--- config.mk ---
export PLATFORM = sky130hd
export DESIGN_NAME = mgmt_clk_div
export DESIGN_NICKNAME = d
export VERILOG_FILES = /design/src/rtl/mgmt_clk_pkg.sv /design/src/rtl/mgmt_sel_capture.sv /design/src/rtl/mgmt_phase_gen.sv /design/src/rtl/mgmt_clk_div.sv
export SDC_FILE = /design/constraint.sdc
export NUM_CORES = 1
export LEC_CHECK = 0
export CAP_MARGIN = 20
export CORE_ASPECT_RATIO = 1.4
export CORE_UTILIZATION = 45
export DETAILED_ROUTE_END_ITERATION = 6
export DONT_BUFFER_PORTS = 1
export GPL_ROUTABILITY_DRIVEN = 1
export GPL_TIMING_DRIVEN = 0
export PLACE_DENSITY = 0.57
export SYNTH_ARGS = -nofsm -noshare
export SYNTH_HDL_FRONTEND = slang
export SYNTH_SLANG_ARGS = --single-unit
--- constraint.sdc ---
create_clock -name clk -period 0.9 [get_ports clk]
set_input_delay 0 -clock clk [delete_from_list [all_inputs] [get_ports clk]]
set_output_delay 0 -clock clk [all_outputs]
set_load 0.005 [all_outputs]
--- src/rtl/mgmt_clk_pkg.sv ---
package mgmt_clk_pkg;

  localparam int SEL_W    = 4;
  localparam int MAX_HALF = 62;
  localparam int CNT_W    = $clog2(MAX_HALF + 1);

  typedef logic [SEL_W-1:0] sel_t;
  typedef logic [CNT_W-1:0] half_t;

  // codes 0110 and 0111 have no ratio
  function automatic logic sel_reserved(input sel_t code);
    return (code[3] == 1'b0) && (code[2:1] == 2'b11);
  endfunction

  // half of the divide ratio; fast set is 2 + low bits
  function automatic half_t half_of(input sel_t code);
    half_t h;
    if (code[3]) begin
      h = half_t'(2) + half_t'(code[2:0]);
    end else begin
      unique case (code[2:0])
        3'b000:  h = half_t'(21);
        3'b001:  h = half_t'(31);
        3'b010:  h = half_t'(8);
        3'b011:  h = half_t'(13);
        3'b100:  h = half_t'(51);
        3'b101:  h = half_t'(62);
        default: h = half_t'(21);
      endcase
    end
    return h;
  endfunction

endpackage

--- src/rtl/mgmt_sel_capture.sv ---
module mgmt_sel_capture
  import mgmt_clk_pkg::*;
#(
  parameter int DATA_W  = 32,
  parameter int SEL_LSB = 2
) (
  input  logic              clk,
  input  logic              rst_n,
  input  logic              wr_en,
  input  logic [DATA_W-1:0] wr_data,
  input  logic              load,
  output sel_t              active_sel,
  output logic              err
);

  localparam logic [DATA_W-1:0] FIELD_MASK = DATA_W'((1 << SEL_W) - 1);

  logic [DATA_W-1:0] shifted;
  logic [DATA_W-1:0] masked;
  sel_t              field;
  logic              unused_hi;

  sel_t pend_q, pend_d;
  sel_t act_q, act_d;
  logic err_q, err_d;

  // position first, then mask
  assign shifted   = wr_data >> SEL_LSB;
  assign masked    = shifted & FIELD_MASK;
  assign field     = masked[SEL_W-1:0];
  assign unused_hi = ^masked[DATA_W-1:SEL_W];

  always_comb begin
    pend_d = pend_q;
    if (wr_en) pend_d = field;
    act_d = act_q;
    if (load) act_d = pend_q;
    err_d = err_q | (wr_en & sel_reserved(field));
  end

  always_ff @(posedge clk or negedge rst_n) begin
    if (!rst_n) begin
      pend_q <= '0;
      act_q  <= '0;
      err_q  <= 1'b0;
    end else begin
      pend_q <= pend_d;
      act_q  <= act_d;
      err_q  <= err_d;
    end
  end

  assign active_sel = act_q;
  assign err        = err_q;

  // error flag never clears outside reset
  a_r7_err_sticky: assert property (@(posedge clk) disable iff (!rst_n)
    err_q |=> err_q);

  // pending select moves only on a write
  a_r6_pend_hold: assert property (@(posedge clk) disable iff (!rst_n)
    !wr_en |=> $stable(pend_q));

endmodule

--- src/rtl/mgmt_phase_gen.sv ---
module mgmt_phase_gen
  import mgmt_clk_pkg::*;
(
  input  logic  clk,
  input  logic  rst_n,
  input  logic  run,
  input  half_t half,
  output logic  mdc,
  output logic  tick_rise,
  output logic  tick_fall,
  output logic  fall_evt
);

  half_t cnt_q, cnt_d;
  logic  mdc_q, mdc_d;
  logic  rise_q, rise_d;
  logic  fall_q, fall_d;
  logic  term;

  assign term     = run && (cnt_q == half - half_t'(1));
  assign fall_evt = term && mdc_q;

  always_comb begin
    cnt_d  = cnt_q;
    mdc_d  = mdc_q;
    rise_d = 1'b0;
    fall_d = 1'b0;
    if (!run) begin
      cnt_d = '0;
      mdc_d = 1'b0;
    end else if (term) begin
      cnt_d  = '0;
      mdc_d  = ~mdc_q;
      rise_d = ~mdc_q;
      fall_d = mdc_q;
    end else begin
      cnt_d = cnt_q + half_t'(1);
    end
  end

  always_ff @(posedge clk or negedge rst_n) begin
    if (!rst_n) begin
      cnt_q  <= '0;
      mdc_q  <= 1'b0;
      rise_q <= 1'b0;
      fall_q <= 1'b0;
    end else begin
      cnt_q  <= cnt_d;
      mdc_q  <= mdc_d;
      rise_q <= rise_d;
      fall_q <= fall_d;
    end
  end

  assign mdc       = mdc_q;
  assign tick_rise = rise_q;
  assign tick_fall = fall_q;

  // counter never passes the half period in use
  a_r4_cnt_bound: assert property (@(posedge clk) disable iff (!rst_n)
    run |-> (cnt_q < half));

  // ticks line up with mdc transitions
  a_r5_rise_edge: assert property (@(posedge clk) disable iff (!rst_n)
    tick_rise |-> (mdc_q && !$past(mdc_q)));
  a_r5_fall_edge: assert property (@(posedge clk) disable iff (!rst_n)
    tick_fall |-> (!mdc_q && $past(mdc_q)));
  a_r5_one_tick: assert property (@(posedge clk) disable iff (!rst_n)
    $onehot0({rise_q, fall_q}));

endmodule

--- src/rtl/mgmt_clk_div.sv ---
module mgmt_clk_div
  import mgmt_clk_pkg::*;
#(
  parameter int DATA_W  = 32,
  parameter int SEL_LSB = 2
) (
  input  logic              clk,
  input  logic              rst_n,
  input  logic              wr_en,
  input  logic [DATA_W-1:0] wr_data,
  input  logic              en,
  output logic              mdc,
  output logic              tick_rise,
  output logic              tick_fall,
  output logic              cfg_err
);

  logic [1:0] rst_sync_q;
  logic       core_rst_n;
  sel_t       active_sel;
  half_t      half;
  logic       active_rsvd;
  logic       run;
  logic       fall_evt;
  logic       load;

  // asynchronous assert, synchronous release
  always_ff @(posedge clk or negedge rst_n) begin
    if (!rst_n) rst_sync_q <= 2'b00;
    else        rst_sync_q <= {rst_sync_q[0], 1'b1};
  end
  assign core_rst_n = rst_sync_q[1];

  assign half        = half_of(active_sel);
  assign active_rsvd = sel_reserved(active_sel);
  assign run         = en && !active_rsvd;
  assign load        = fall_evt || !run;

  mgmt_sel_capture #(
    .DATA_W  (DATA_W),
    .SEL_LSB (SEL_LSB)
  ) u_sel (
    .clk        (clk),
    .rst_n      (core_rst_n),
    .wr_en      (wr_en),
    .wr_data    (wr_data),
    .load       (load),
    .active_sel (active_sel),
    .err        (cfg_err)
  );

  mgmt_phase_gen u_phase (
    .clk       (clk),
    .rst_n     (core_rst_n),
    .run       (run),
    .half      (half),
    .mdc       (mdc),
    .tick_rise (tick_rise),
    .tick_fall (tick_fall),
    .fall_evt  (fall_evt)
  );

  // the select in force only changes while mdc is low
  a_r8_switch_low: assert property (@(posedge clk) disable iff (!core_rst_n)
    (active_sel != $past(active_sel)) |-> !mdc);

  // disabled means quiet
  a_r9_quiet_off: assert property (@(posedge clk) disable iff (!core_rst_n)
    !en |=> (!tick_rise && !tick_fall && !mdc));

  // reserved select stops the clock
  a_r7_rsvd_idle: assert property (@(posedge clk) disable iff (!core_rst_n)
    active_rsvd |=> (!mdc && !tick_rise && !tick_fall));

endmodule

==> metrics, run 1 <==
combinational power share=0.710; drt pass-1 iters=4; Seq/Total Area, Yosys=0.355; Worst-Skew Late Latency=0.26 ns; initial antenna violation count=0; pre-CTS setup slack=-2.23 ns; Horiz. Die Dim=49.3 um; CP arrival=2.92 ns; drt total wl=3260 um; Tot GR Track Use=0.217; clock sinks=20; number of global-route vias before repair=1240; Yosys reg bits=20; max-slew violation count=0; Slew HR=0.469; Via density=5.76; RSZ-0062 raised after global routing=yes; # IOs=40; Synth Cell Area=0.00141 sq mm; cells on worst reg2reg path=13; Pint=4.10 mW; final setup margin=-1.84 ns; Switch Pwr=3.03 mW; nets=214; Min-Delay Path Depth=3; Fin. Hold Viols=0; Crit path top cell by count=buf_6; critical path launch point type=register; Antenna Cells=0; Reg power frac=0.195; final setup fails=13; Avg Inst Size Synth=9.92 sq um; worst-path maximum fanout=5; max-cap violation count=0; antenna-violating nets left=0; most frequent cells in the layout=18 x dfrtp_1, 12 x buf_4, 7 x nand2_1, 7 x dlygate4sd3_1; Synth top area share=0.355; Starting Density=0.485; Final Core Density=0.659; Final min period=2.74 ns; Synth Net Count=184; max frequency=365 MHz; status=finished, violations left; gpl congestion=0.840; Post-synth top flop=dfrtp_1; Max VDD drop=1.88 mV; Power Density=3720 mW/mm^2; commonest non-fill, non-tap cell in the layout=dfrtp_1; synth unique cells=51; placement-stage cell area=0.00149 sq mm; setup TNS=-23.51 ns; main area contributors after synthesis=dfrtp_1 36%, ha_1 5.3%, mux2_2 3.2%; clock power share=0.095; Clock transition at path regs=0.07 ns; crit path cell chain=buf_6, inv_6, ha_4, nor2b_4, a211oi_4, ha_4, buf_6, and3_4, a32oi_2, a221oi_4, o31a_1, buf_6, mux2i_1; DRC viols=0; period utilization=3.05; Overflow after GRT=0; HPWL Detailed=2200 um; Non-Filler Cell Area, Final=0.00192 sq mm; Req. time, crit path=1.08 ns; first-pass GRT wire length=5440 um; largest net degree at the start of global routing=19; Worst path max stage delay=0.39 ns; violations in the final reports=negative setup slack; filler instances=239; Slew @ Worst Pin=0.789 ns; number of buffers created by CTS=3; CTS tree=done; worst min path class=in -> reg; core area=0.00291 sq mm; async set or reset register ratio after synthesis=1.00; Max Clock Skew=0.00455 ns; H-Tree Depth=1; layout cells sized above 1=0.357; DR iter-0 viols=20; WP buf/inv=4; Crit Path Class=reg -> reg; Vias=1198; Syn Inst Count=142; CTS root buf=clkbuf_8; critical path depth=13; synth warn=0; Routed wire per std cell=15.7 um; Post-synth EDFFs=0; PortBufs=0; die height=68.2 um; CP delay by family, top=compound AO/OA/AOI/OAI gates; switching share of power=0.425; cell taking the most area after synthesis=dfrtp_1; die area=0.00336 sq mm; Critical-path top delay cell=dfrtp_1; clock buffer depth=2; Lkg Pwr=0.813 nW; row count=23; area grow syn2layout=36.1%; CP endpoint kind=register
-- final cells by class --
class / count / area, sq um / area share
multi-input cells: 109 / 978 / 0.510
plain buffers: 7 / 60.1 / 0.0313
inverters: 6 / 27.5 / 0.0144
clock buffers: 4 / 55.1 / 0.0287
repair buffers: 25 / 246 / 0.129
well taps: 37 / 46.3 / 0.0242
flip-flops and latches: 20 / 503 / 0.262
-- Yosys cell counts (all sizes together), types with 2 or more instances --
| library cell | count |
|---|---|
| nor3 | 11 |
| a21o | 2 |
| nand3 | 3 |
| o21ai | 5 |
| nand2b | 3 |
| a2111oi | 2 |
| ha | 6 |
| inv | 6 |
| mux2 | 5 |
| a21oi | 6 |
| mux2i | 2 |
| and3 | 6 |
| xor2 | 3 |
| nor4 | 4 |
| nor2b | 3 |
| and2 | 4 |
| nor2 | 5 |
| nand2 | 7 |
| nor3b | 4 |
| xnor2 | 5 |
| dfrtp | 20 |
| o21a | 2 |
| buf | 4 |
| a211o | 3 |
| clkbuf | 3 |
-- flip-flops by register name (all words and copies together) (netlist names) --
name,cells
u_phase.cnt_q,6
u_sel.active_sel,4
u_sel.pend_q,4
rst_sync_q,2
u_phase.mdc,1
u_phase.tick_fall,1
u_phase.tick_rise,1
u_sel.err,1
-- cells by family after synthesis --
logic type	Yosys count	synth area share
compound gates	33	0.185
xor+xnor	8	0.0497
fa+ha+maj	6	0.0533
buf+inv	13	0.0471
flops	20	0.355
mux	7	0.0568
other cells	1	0.00266
simple gates	54	0.250
-- metrics by stage --
step | power, mW | instances | hold WS (ns)
6_report | 7.13 | 208 | 0.183
5_1_grt | 7.62 | 208 | 0.191
4_1_cts | 6.86 | 207 | 0.168
3_5_place_dp | 4.73 | 179 | -0.296
3_3_place_gp | 4.63 | 179 | -0.296
2_1_floorplan | 4.07 | 142 | -0.296
-- layer usage --
| metal | track usage | up-vias | share of wire |
|---|---|---|---|
| met2 | 0.392 | 19 | 0.53 |
| met1 | 0.236 | 595 | 0.42 |
| li1 | - | 577 | - |
| met4 | 0.147 | 0 | 0.023 |
| met3 | 0.0289 | 7 | 0.023 |
| met5 | 0 | - | 0 |
-- power by group through the flow --
stage	combinational [mW]	clock, mW	sequential (mW)
6_report	5.06	0.675	1.39
5_1_grt	5.47	0.722	1.42
3_5_place_dp	3.36	0	1.37
2_1_floorplan	2.77	0	1.30
3_3_place_gp	3.26	0	1.37
4_1_cts	4.77	0.700	1.39
-- worst min-delay path: stages --
cell      delay [ns]
a21boi_0        0.21
nand2b_1        0.12
mux2i_1         0.06
-- worst paths after layout --
kind	from	to	slack [ns]
min reg2reg	rst_sync_q[1]$_DFF_PN0_	u_sel.pend_q[0]$_DFFE_PN0P_	0.19
min in group asynchronous	rst_sync_q[1]$_DFF_PN0_	u_sel.pend_q[0]$_DFFE_PN0P_	0.19
max reg2reg	u_sel.active_sel[1]$_DFFE_PN0P_	u_phase.mdc$_DFFE_PN0P_	-1.84
max in group asynchronous	rst_n	rst_sync_q[1]$_DFF_PN0_	0.25
min	en	u_phase.mdc$_DFFE_PN0P_	0.18
max	u_sel.active_sel[1]$_DFFE_PN0P_	u_phase.mdc$_DFFE_PN0P_	-1.84
-- timing repair --
action,4_1_cts,5_1_grt
buffers inserted,15,1
endpoints found under the hold margin,8,0
pin swaps,12,5
resized for setup,22,10
endpoints found under the setup margin,13,32
hold buffers,8,0
cloned,1,0
No activity file was read; power rests on OpenSTA's default activity.
==> run 2: changes to the inputs <==
--- a/config.mk
+++ b/config.mk
@@ -6,13 +6,15 @@
 export NUM_CORES = 1
 export LEC_CHECK = 0
 export CAP_MARGIN = 20
+export CELL_PAD_IN_SITES_DETAIL_PLACEMENT = 1
+export CELL_PAD_IN_SITES_GLOBAL_PLACEMENT = 1
 export CORE_ASPECT_RATIO = 1.4
 export CORE_UTILIZATION = 45
 export DETAILED_ROUTE_END_ITERATION = 6
 export DONT_BUFFER_PORTS = 1
 export GPL_ROUTABILITY_DRIVEN = 1
 export GPL_TIMING_DRIVEN = 0
-export PLACE_DENSITY = 0.57
+export PLACE_DENSITY = 0.72
 export SYNTH_ARGS = -nofsm -noshare
 export SYNTH_HDL_FRONTEND = slang
 export SYNTH_SLANG_ARGS = --single-unit
==> metrics, run 2 (synthesis results as in run 1) <==
CTS tree=done; clock buffer depth=2 (unchanged); core area=0.00291 sq mm (unchanged); Layout Cells excl Fill=212 (+1.9%); Final Total Pwr=7.18 mW (+0.67%); Final Core Density=0.656 (-0.00344); Lkg Pwr=0.797 nW (-2.0%); Multi-input gate area=966 sq um (-1.3%); most frequent cells in the layout=18 x buf_4, 18 x dfrtp_1, 8 x dlygate4sd3_1; Tot GR Track Use=0.254 (+0.0369); CP arrival=2.86 ns (-0.06 ns); max-slew violation count=0 (unchanged); setup TNS=-22.91 ns (+0.602 ns); Max Clock Skew=0.00151 ns (-0.00304 ns); area grow syn2layout=35.3%; Via density=5.86 (+1.8%); final setup fails=13 (unchanged); max reg flops=6 (unchanged); filler instances=298 (+25%); placed cells=179 (unchanged); worst min path class=reg -> async; Vias=1243 (+3.8%); period utilization=3.02 (-0.0303); drt total wl=4100 um (+26%); violations in the final reports=negative setup slack; Final min period=2.72 ns (-0.0272 ns); Clock transition at path regs=0.07 ns (about the same); number of buffers created by CTS=3 (unchanged); die height=68.2 um (unchanged); Horiz. Die Dim=49.3 um (unchanged); first-pass GRT wire length=6310 um (+16%); Worst-Skew Late Latency=0.26 ns (about the same); RSZ-0062 raised after global routing=yes; Power Density=3770 mW/mm^2 (+1.2%); clock sinks=20 (unchanged); PortBufs=0 (unchanged); largest net degree at the start of global routing=19 (unchanged); layout cells sized above 1=0.366 (+0.00899); Fin. Hold Viols=0 (unchanged); register area=503 sq um (unchanged); max-cap violation count=0 (unchanged); critical path launch point type=register; DRC viols=0 (unchanged); worst-path maximum fanout=4 (-1); initial antenna violation count=0 (unchanged); gpl congestion=0.773 (-7.9%); drt pass-1 iters=4 (unchanged); number of global-route vias before repair=1348 (+8.7%); nets=218 (+1.9%); Req. time, crit path=1.05 ns (-0.03 ns); Antenna Cells=0 (unchanged); DR iter-0 viols=28 (+40%); H-Tree Depth=1 (unchanged); Crit Path Class=reg -> reg; row count=23 (unchanged); Overflow after GRT=0 (unchanged); Routed wire per std cell=19.3 um (+24%); antenna-violating nets left=0 (unchanged); CP endpoint kind=register; Top reg by flops=u_phase.cnt_q; # IOs=40 (unchanged); Starting Density=0.485 (unchanged); Max VDD drop=1.78 mV (-5.2%); CTS root buf=clkbuf_8; die area=0.00336 sq mm (unchanged); HPWL Detailed=2530 um (+15%); max frequency=368 MHz (+1.0%); final setup margin=-1.82 ns (+0.0272 ns); Slew @ Worst Pin=0.915 ns (+0.126 ns); status=finished, violations left; Slew HR=0.385 (-0.0846)
==> run 2: changes by cell type in the layout (fill, tap and decap cells not counted), sizes merged <==
cell / before / now
dlygate4sd3: 7 / 8
dlymetal6s4s: 1 / 0
buf: 21 / 25
==> run 2: through the flow <==
step / setup slack [ns] / cell area (sq um) / hold slack, ns
floorplan: -1.75 / 1440 / -0.296
global placement: -2.18 / 1490 / -0.296
detailed placement: -2.28 / 1490 / -0.296
CTS: -1.80 / 1840 / 0.209
global route: -1.94 / 1910 / 0.237
finish: -1.82 / 1910 / 0.192
==> run 2: what timing repair did <==
item | CTS | global route
setup buffers | 12 | 8
pin swaps | 11 | 4
gates cloned | 1 | 0
hold buffers | 8 | 0
endpoints found under the setup margin | 13 | 31
hold endpoints to repair | 8 | 0
gates resized for setup | 21 | 8
==> run 2: metal layers <==
metal	vias to the layer above	part of all wire	GRT usage
li1	585	-	-
met1	625	0.40	0.280
met2	26	0.57	0.509
met3	7	0.020	0.0222
met4	0	0.011	0.0735
met5	-	0	0
==> run 2: path summary, 6_finish.rpt <==
kind / startpoint / end / slack (ns) / cells after the start
max in group asynchronous: rst_n / rst_sync_q[1]$_DFF_PN0_ / 0.26 / 2
setup reg to reg: u_sel.active_sel[1]$_DFFE_PN0P_ / u_sel.active_sel[1]$_DFFE_PN0P_ / -1.82 / 9
min in group clk: en / u_phase.mdc$_DFFE_PN0P_ / 0.23 / 3
hold / removal: rst_sync_q[1]$_DFF_PN0_ / u_phase.cnt_q[3]$_DFF_PN0_ / 0.19 / 0
hold reg to reg: rst_sync_q[1]$_DFF_PN0_ / u_phase.cnt_q[3]$_DFF_PN0_ / 0.19 / 0
setup / recovery: u_sel.active_sel[1]$_DFFE_PN0P_ / u_sel.active_sel[1]$_DFFE_PN0P_ / -1.82 / 9
==> run 2: area by class of cell <==
| cell class | instances | area share |
|---|---|---|
| multi-input combinational | 109 | 0.507 |
| sequential | 20 | 0.264 |
| timing repair buffer | 29 | 0.131 |
| buffer | 7 | 0.0315 |
| clock buffer | 4 | 0.0289 |
| tap | 37 | 0.0243 |
| inverter | 6 | 0.0144 |
==> run 2: worst max-delay path, stage by stage, from the launching register on <==
cell and delay, ns:
dfrtp_1 0.38, buf_6 0.13, inv_6 0.04, ha_2 0.20
or4_1 0.48, a21o_1 0.23, and2_4 0.18, mux2_4 0.32
or3_4 0.37, a211o_1 0.27
==> run 2: where the power goes <==
group | switching [mW] | internal [mW] | total, mW
logic | 2.58 | 2.53 | 5.11
clock network | 0.293 | 0.390 | 0.682
registers | 0.298 | 1.09 | 1.39
